`src/rtl/thermtrip_pkg.sv`:
```
package thermtrip_pkg;
  typedef logic signed [7:0] temp_t;

  typedef enum logic [1:0] {
    WA_FAN  = 2'd0,
    WA_CFG  = 2'd1,
    WA_LINT = 2'd2,
    WA_LEXT = 2'd3
  } wr_addr_e;

  localparam int CFG_LOCK_BIT = 3;
  localparam int CFG_FAN_BIT  = 5;
  localparam int NCHAN        = 2;
  localparam int CH_INT       = 0;
  localparam int CH_EXT       = 1;
endpackage

```
`src/rtl/tt_limit_bank.sv`:
```
module tt_limit_bank
  import thermtrip_pkg::*;
#(
  parameter int DEF_INT = 70,
  parameter int DEF_EXT = 100,
  parameter int RST_INT = 127,
  parameter int RST_EXT = 100
) (
  input  logic                  clk,
  input  logic                  rst_n,
  input  logic                  wr_en,
  input  logic [1:0]            wr_addr,
  input  logic [7:0]            wr_data,
  output logic [NCHAN-1:0][7:0] lim_vec,
  output logic                  locked
);
  localparam logic [7:0] DEF_INT_B = 8'(DEF_INT);
  localparam logic [7:0] DEF_EXT_B = 8'(DEF_EXT);
  localparam logic [7:0] RST_INT_B = 8'(RST_INT);
  localparam logic [7:0] RST_EXT_B = 8'(RST_EXT);

  logic [7:0] usr_int, usr_ext;

  always_ff @(posedge clk or negedge rst_n) begin
    if (!rst_n) begin
      usr_int <= RST_INT_B;
      usr_ext <= RST_EXT_B;
      locked  <= 1'b0;
    end else if (wr_en) begin
      if (wr_addr == WA_CFG && wr_data[CFG_LOCK_BIT]) locked <= 1'b1;
      if (!locked && wr_addr == WA_LINT) usr_int <= wr_data;
      if (!locked && wr_addr == WA_LEXT) usr_ext <= wr_data;
    end
  end

  always_comb begin
    lim_vec[CH_INT] = locked ? usr_int : DEF_INT_B;
    lim_vec[CH_EXT] = locked ? usr_ext : DEF_EXT_B;
  end

  AST_LOCK_STICKY: assert property (@(posedge clk) disable iff (!rst_n)
    locked |=> locked);
  AST_LIMITS_FROZEN: assert property (@(posedge clk) disable iff (!rst_n)
    locked |=> ($stable(usr_int) && $stable(usr_ext)));
endmodule

```
`src/rtl/tt_channel.sv`:
```
module tt_channel
  import thermtrip_pkg::*;
#(
  parameter int QUAL = 3,
  parameter int HYST = 5
) (
  input  logic  clk,
  input  logic  rst_n,
  input  logic  fire,
  input  temp_t temp,
  input  temp_t limit,
  output logic  tripped
);
  localparam int CW = $clog2(QUAL + 1);
  localparam logic [CW-1:0] CNT_LAST = CW'(QUAL - 1);

  logic [CW-1:0]     cnt;
  logic signed [8:0] rel_wide;
  temp_t             rel;
  logic              over, cool;

  always_comb begin
    rel_wide = $signed({limit[7], limit}) - $signed(9'(HYST));
    rel      = (rel_wide < -9'sd128) ? -8'sd128 : rel_wide[7:0];
    over     = temp > limit;
    cool     = temp <= rel;
  end

  always_ff @(posedge clk or negedge rst_n) begin
    if (!rst_n) begin
      tripped <= 1'b0;
      cnt     <= '0;
    end else if (fire) begin
      if ((!tripped && over) || (tripped && cool)) begin
        if (cnt == CNT_LAST) begin
          tripped <= !tripped;
          cnt     <= '0;
        end else begin
          cnt <= cnt + 1'b1;
        end
      end else begin
        cnt <= '0;
      end
    end
  end

  AST_TRIP_QUALIFIED: assert property (@(posedge clk) disable iff (!rst_n)
    $rose(tripped) |-> $past(fire && over));
  AST_RELEASE_QUALIFIED: assert property (@(posedge clk) disable iff (!rst_n)
    $fell(tripped) |-> $past(fire && cool));
  AST_IDLE_HOLDS: assert property (@(posedge clk) disable iff (!rst_n)
    !fire |=> $stable(tripped));
endmodule

```
`src/rtl/tt_fan_override.sv`:
```
module tt_fan_override
  import thermtrip_pkg::*;
(
  input  logic       clk,
  input  logic       rst_n,
  input  logic       wr_en,
  input  logic [1:0] wr_addr,
  input  logic [7:0] wr_data,
  input  logic       therm,
  output logic [7:0] fan_code,
  output logic       fan_off_n
);
  logic [7:0] fan_reg;
  logic       fan_en;

  always_ff @(posedge clk or negedge rst_n) begin
    if (!rst_n) begin
      fan_reg <= 8'h00;
      fan_en  <= 1'b0;
    end else if (wr_en) begin
      if (wr_addr == WA_FAN) fan_reg <= wr_data;
      if (wr_addr == WA_CFG && !therm) fan_en <= wr_data[CFG_FAN_BIT];
    end
  end

  assign fan_code  = therm ? 8'hFF : fan_reg;
  assign fan_off_n = therm | fan_en;

  AST_FAN_BIT_HELD: assert property (@(posedge clk) disable iff (!rst_n)
    therm |=> $stable(fan_en));
endmodule

```
`src/rtl/thermtrip_fan_guard.sv`:
```
module thermtrip_fan_guard
  import thermtrip_pkg::*;
#(
  parameter int QUAL    = 3,
  parameter int HYST    = 5,
  parameter int DEF_INT = 70,
  parameter int DEF_EXT = 100,
  parameter int RST_INT = 127,
  parameter int RST_EXT = 100
) (
  input  logic       clk,
  input  logic       rst_n,
  input  logic       smp_valid,
  output logic       smp_ready,
  input  logic       smp_chan,
  input  logic [7:0] smp_temp,
  input  logic       wr_en,
  input  logic [1:0] wr_addr,
  input  logic [7:0] wr_data,
  output logic       therm_a_n,
  output logic       therm_b_n,
  output logic       irq_therm_n,
  output logic [7:0] fan_code,
  output logic       fan_off_n,
  output logic       alert_ext,
  output logic       therm_evt
);
  logic [NCHAN-1:0][7:0] lim_vec;
  logic [NCHAN-1:0]      trip_vec;
  logic                  locked;
  logic                  therm, therm_d;

  assign smp_ready = 1'b1;

  tt_limit_bank #(
    .DEF_INT(DEF_INT), .DEF_EXT(DEF_EXT), .RST_INT(RST_INT), .RST_EXT(RST_EXT)
  ) u_lim (
    .clk(clk), .rst_n(rst_n), .wr_en(wr_en), .wr_addr(wr_addr),
    .wr_data(wr_data), .lim_vec(lim_vec), .locked(locked)
  );

  for (genvar c = 0; c < NCHAN; c++) begin : g_ch
    tt_channel #(.QUAL(QUAL), .HYST(HYST)) u_ch (
      .clk(clk), .rst_n(rst_n),
      .fire(smp_valid && (smp_chan == 1'(c))),
      .temp(smp_temp), .limit(lim_vec[c]), .tripped(trip_vec[c])
    );
  end

  assign therm = |trip_vec;

  always_ff @(posedge clk or negedge rst_n) begin
    if (!rst_n) therm_d <= 1'b0;
    else        therm_d <= therm;
  end

  tt_fan_override u_fan (
    .clk(clk), .rst_n(rst_n), .wr_en(wr_en), .wr_addr(wr_addr),
    .wr_data(wr_data), .therm(therm), .fan_code(fan_code), .fan_off_n(fan_off_n)
  );

  assign therm_a_n   = !therm;
  assign therm_b_n   = !therm;
  assign irq_therm_n = !therm;
  assign alert_ext   = trip_vec[CH_EXT];
  assign therm_evt   = therm & ~therm_d;

  AST_EVT_SINGLE: assert property (@(posedge clk) disable iff (!rst_n)
    therm_evt |=> !therm_evt);
  AST_LOCK_FREEZES_ACTIVE: assert property (@(posedge clk) disable iff (!rst_n)
    (locked && $past(locked)) |-> $stable(lim_vec));
endmodule

```
`config.mk`:
```
export PLATFORM = sky130hd
export DESIGN_NAME = thermtrip_fan_guard
export DESIGN_NICKNAME = d
export VERILOG_FILES = /design/src/rtl/thermtrip_pkg.sv /design/src/rtl/tt_limit_bank.sv /design/src/rtl/tt_channel.sv /design/src/rtl/tt_fan_override.sv /design/src/rtl/thermtrip_fan_guard.sv
export SDC_FILE = /design/constraint.sdc
export NUM_CORES = 1
export LEC_CHECK = 0
export CORE_MARGIN = 1
export CORE_UTILIZATION = 60
export DETAILED_ROUTE_END_ITERATION = 12
export DONT_BUFFER_PORTS = 1
export PLACE_DENSITY = 0.86
export SLEW_MARGIN = 25
export SYNTH_ARGS = -nofsm -noshare
export SYNTH_HDL_FRONTEND = slang
export SYNTH_SLANG_ARGS = --single-unit
```
`constraint.sdc`:
```
create_clock -name clk -period 5.2 [get_ports clk]
set_input_delay 1.3 -clock clk [delete_from_list [all_inputs] [get_ports clk]]
set_output_delay 1.3 -clock clk [all_outputs]
set_load 0.05 [all_outputs]
```
==> results.json <==
{
  "synthesis.yosys.warnings": 0,
  "max_slew.worst_pin.slew_ns": 0.9278,
  "drt-pass1-iter-count": 4,
  "max-clock-path-buffers": 2,
  "synth_top_cell_area_share": 0.2307,
  "fin_crit_sh": 0.6961,
  "yosysSeqAreaShare": 0.3360,
  "cap_violations": 0,
  "timing.rr.start": "u_lim.locked",
  "worstSkewPairLatency_ns": 0.29,
  "hpwl_um": 4426,
  "via_per_inst": 6.408,
  "cts_tree": "built",
  "synth_seq_cells": 33,
  "hold_class": "reg -> reg",
  "pin_count_of_the_biggest_net_entering_global_routing": 34,
  "area_growth_syn_to_layout_pct": 6.068,
  "die_h_um": 66.49,
  "nNetsFinal": 309,
  "avgRoutedWirePerCell_um": 18.45,
  "clock-root-buffer": "sky130_fd_sc_hd__clkbuf_8",
  "path_max_fanout": 15,
  "final_common_cell": "sky130_fd_sc_hd__ha_1",
  "rr_worst_depth": 11,
  "n_fill_cell": 324,
  "mappedNetlistArea_sq_um": 2495,
  "power.density_cell_area_nw_per_um2": 588.3,
  "groute.usage.overall": 0.2791,
  "clk_transition_reported_paths_ns": 0.07,
  "row_count": 23,
  "die_w_um": 66.49,
  "drive_above_1_share": 0.1969,
  "globalRouteOverflowTotal": 0,
  "clkSinkCount": 33,
  "finalHoldViolations": 0,
  "totalNegativeSetupSlack_ns": 0,
  "remaining_drcs": 0,
  "yosys.cell_types.count": 56,
  "reg2reg_setup_slack_ns": 1.64,
  "fin_crit_ns": 3.620,
  "setup_viol": 0,
  "finClkSkew_ns": 0.008668,
  "htree_num_levels": 2,
  "crit_required_ns": 3.90,
  "relSlewSlack": 0.3815,
  "grt_pass1_wl_um": 8935,
  "synthesis.instances": 258,
  "clock.fmax_mhz": 276.3,
  "final_cell_mix": "sky130_fd_sc_hd__ha_1, sky130_fd_sc_hd__mux2_2, sky130_fd_sc_hd__dfrtp_1",
  "cts_resized": 0,
  "post-route-util": 0.6616,
  "finalWirelength_um": 5701,
  "crit_start": "g_ch[1].u_ch.tripped",
  "design.die.area_sq_um": 4420,
  "global_placer_s_final_weighted_congestion": 0.9406,
  "dr.first_iter.drc_count": 143,
  "ioPinCount": 38,
  "timing.setup.critical_path_class": "reg -> out",
  "rsz0062_at_grt": "no",
  "critical_path_arrival_ns": 2.32,
  "antenna_cells": 0,
  "final-max-slew-violation-count": 0,
  "post_synth.cell_area_avg_sq_um": 9.670,
  "synth_edf_count": 0,
  "p_leak_nw": 1.141,
  "net_count_synth": 309,
  "buffer_ports.inserted": 0,
  "postLayoutSetupSlackWorst_ns": 1.580,
  "vdd.ir_drop.worst_uv": 353.3,
  "async_reset_ff_frac": 1.000,
  "crit-reg2reg-capture": "g_ch[0].u_ch.tripped",
  "preCtsSetupSlack_ns": 1.704,
  "initial_standard_cell_utilization_of_the_core": 0.6237,
  "via_count": 1980,
  "drtAntennaViolNets": 0,
  "grt_antenna_before_repair": 0,
  "first_global_vias": 1843,
  "critical_path_sink_type": "primary output",
  "design.core.area_sq_um": 4000,
  "worst_setup_path_endpoint": "therm_evt",
  "cts_hold_repair.buffers": 0,
  "startpoint_type": "register",
  "synth_flop_cell": "sky130_fd_sc_hd__dfrtp_1",
  "synth.top_cells.by_area": "sky130_fd_sc_hd__dfrtp_1, sky130_fd_sc_hd__ha_1, sky130_fd_sc_hd__mux2_2",
  "outcome": "finished clean",
  "post-cts-setup-buffer-count": 0,
  "cts_inserted_buffers": 5,
  "post_synth_top_area_cell": "sky130_fd_sc_hd__dfrtp_1"
}
==> report_power, final <==
part / switching [mW] / internal, mW / total (mW) / leakage (nW)
clock network: 0.0979 / 0.143 / 0.241 / 0.0543
logic: 0.498 / 0.313 / 0.811 / 0.705
registers: 0.138 / 0.366 / 0.504 / 0.382
total: 0.734 / 0.823 / 1.56 / 1.14
==> final cells by class <==
class / count / area, sq um / area share
inverter: 9 / 33.78 / 0.01277
clock buffer: 5 / 68.82 / 0.02600
multi-input combinational: 208 / 1589 / 0.6005
clock inverter: 3 / 46.29 / 0.01749
sequential: 33 / 838.3 / 0.3168
timing repair buffer: 1 / 7.507 / 0.002837
tap: 50 / 62.56 / 0.02364
==> cells in the mapped netlist, types with 4 or more instances <==
master,n
sky130_fd_sc_hd__ha_1,28
sky130_fd_sc_hd__mux2_2,25
sky130_fd_sc_hd__dfrtp_1,23
sky130_fd_sc_hd__nand2_1,20
sky130_fd_sc_hd__nor2_1,14
sky130_fd_sc_hd__nand3_1,11
sky130_fd_sc_hd__dfstp_2,10
sky130_fd_sc_hd__or3_1,10
sky130_fd_sc_hd__o21ai_0,8
sky130_fd_sc_hd__a21oi_1,7
sky130_fd_sc_hd__inv_1,7
sky130_fd_sc_hd__o21ai_1,7
sky130_fd_sc_hd__nor3_1,6
sky130_fd_sc_hd__o21a_1,6
sky130_fd_sc_hd__clkbuf_1,5
sky130_fd_sc_hd__nand2b_1,5
sky130_fd_sc_hd__nand4_1,5
sky130_fd_sc_hd__and2_1,4
sky130_fd_sc_hd__nor2b_1,4
sky130_fd_sc_hd__xnor2_1,4
==> through the flow <==
| stage | power (mW) | hold WS (ns) | cells | cell area [sq um] |
|---|---|---|---|---|
| after floorplan | 1.160 | 0.4669 | 258 | 2495 |
| after global placement | 1.273 | 0.4823 | 301 | 2531 |
| after detailed placement | 1.310 | 0.4880 | 301 | 2531 |
| after CTS | 1.557 | 0.5041 | 309 | 2646 |
| after global routing | 1.671 | 0.5216 | 309 | 2646 |
| final | 1.557 | 0.5048 | 309 | 2646 |
==> critical path, stage by stage, from the launching register on <==
cell and delay, ns:
sky130_fd_sc_hd__dfrtp_1 0.96, sky130_fd_sc_hd__nor2_4 0.05, sky130_fd_sc_hd__buf_4 0.31, sky130_fd_sc_hd__nor2_1 0.72
==> kinds of logic (layout without fill, tap and decap cells) <==
kind of cell / after synthesis / in the layout / synth area share
flip-flops: 33 / 33 / 0.3360
adder cells (fa/ha/maj): 29 / 29 / 0.1444
other: 1 / 1 / 0.001503
buffers and inverters: 17 / 18 / 0.03009
XOR/XNOR: 7 / 7 / 0.02457
multiplexers: 25 / 25 / 0.1128
AO/OA/AOI/OAI: 52 / 52 / 0.1404
AND/OR/NAND/NOR: 94 / 94 / 0.2101
==> how the worst min path moves through the flow <==
stage	from	to	slack (ns)	cells past startpoint
6_report	u_fan.fan_reg[2]	u_fan.fan_reg[2]	0.50	1
5_1_grt	u_fan.fan_reg[6]	u_fan.fan_reg[6]	0.52	1
4_1_cts	u_fan.fan_reg[2]	u_fan.fan_reg[2]	0.50	1
3_5_place_dp	u_fan.fan_reg[6]	u_fan.fan_reg[6]	0.49	1
3_3_place_gp	u_fan.fan_reg[2]	u_fan.fan_reg[2]	0.48	1
2_1_floorplan	g_ch[1].u_ch.cnt[1]	g_ch[1].u_ch.cnt[1]	0.47	1
==> routing by layer <==
layer / track usage / vias up / share of wire
li1: - / 950 / -
met1: 0.3693 / 945 / 0.44
met2: 0.4426 / 76 / 0.46
met3: 0.07192 / 9 / 0.079
met4: 0.09309 / 0 / 0.020
met5: 0 / - / 0
Note: power is estimated with default switching activity, not from simulation.
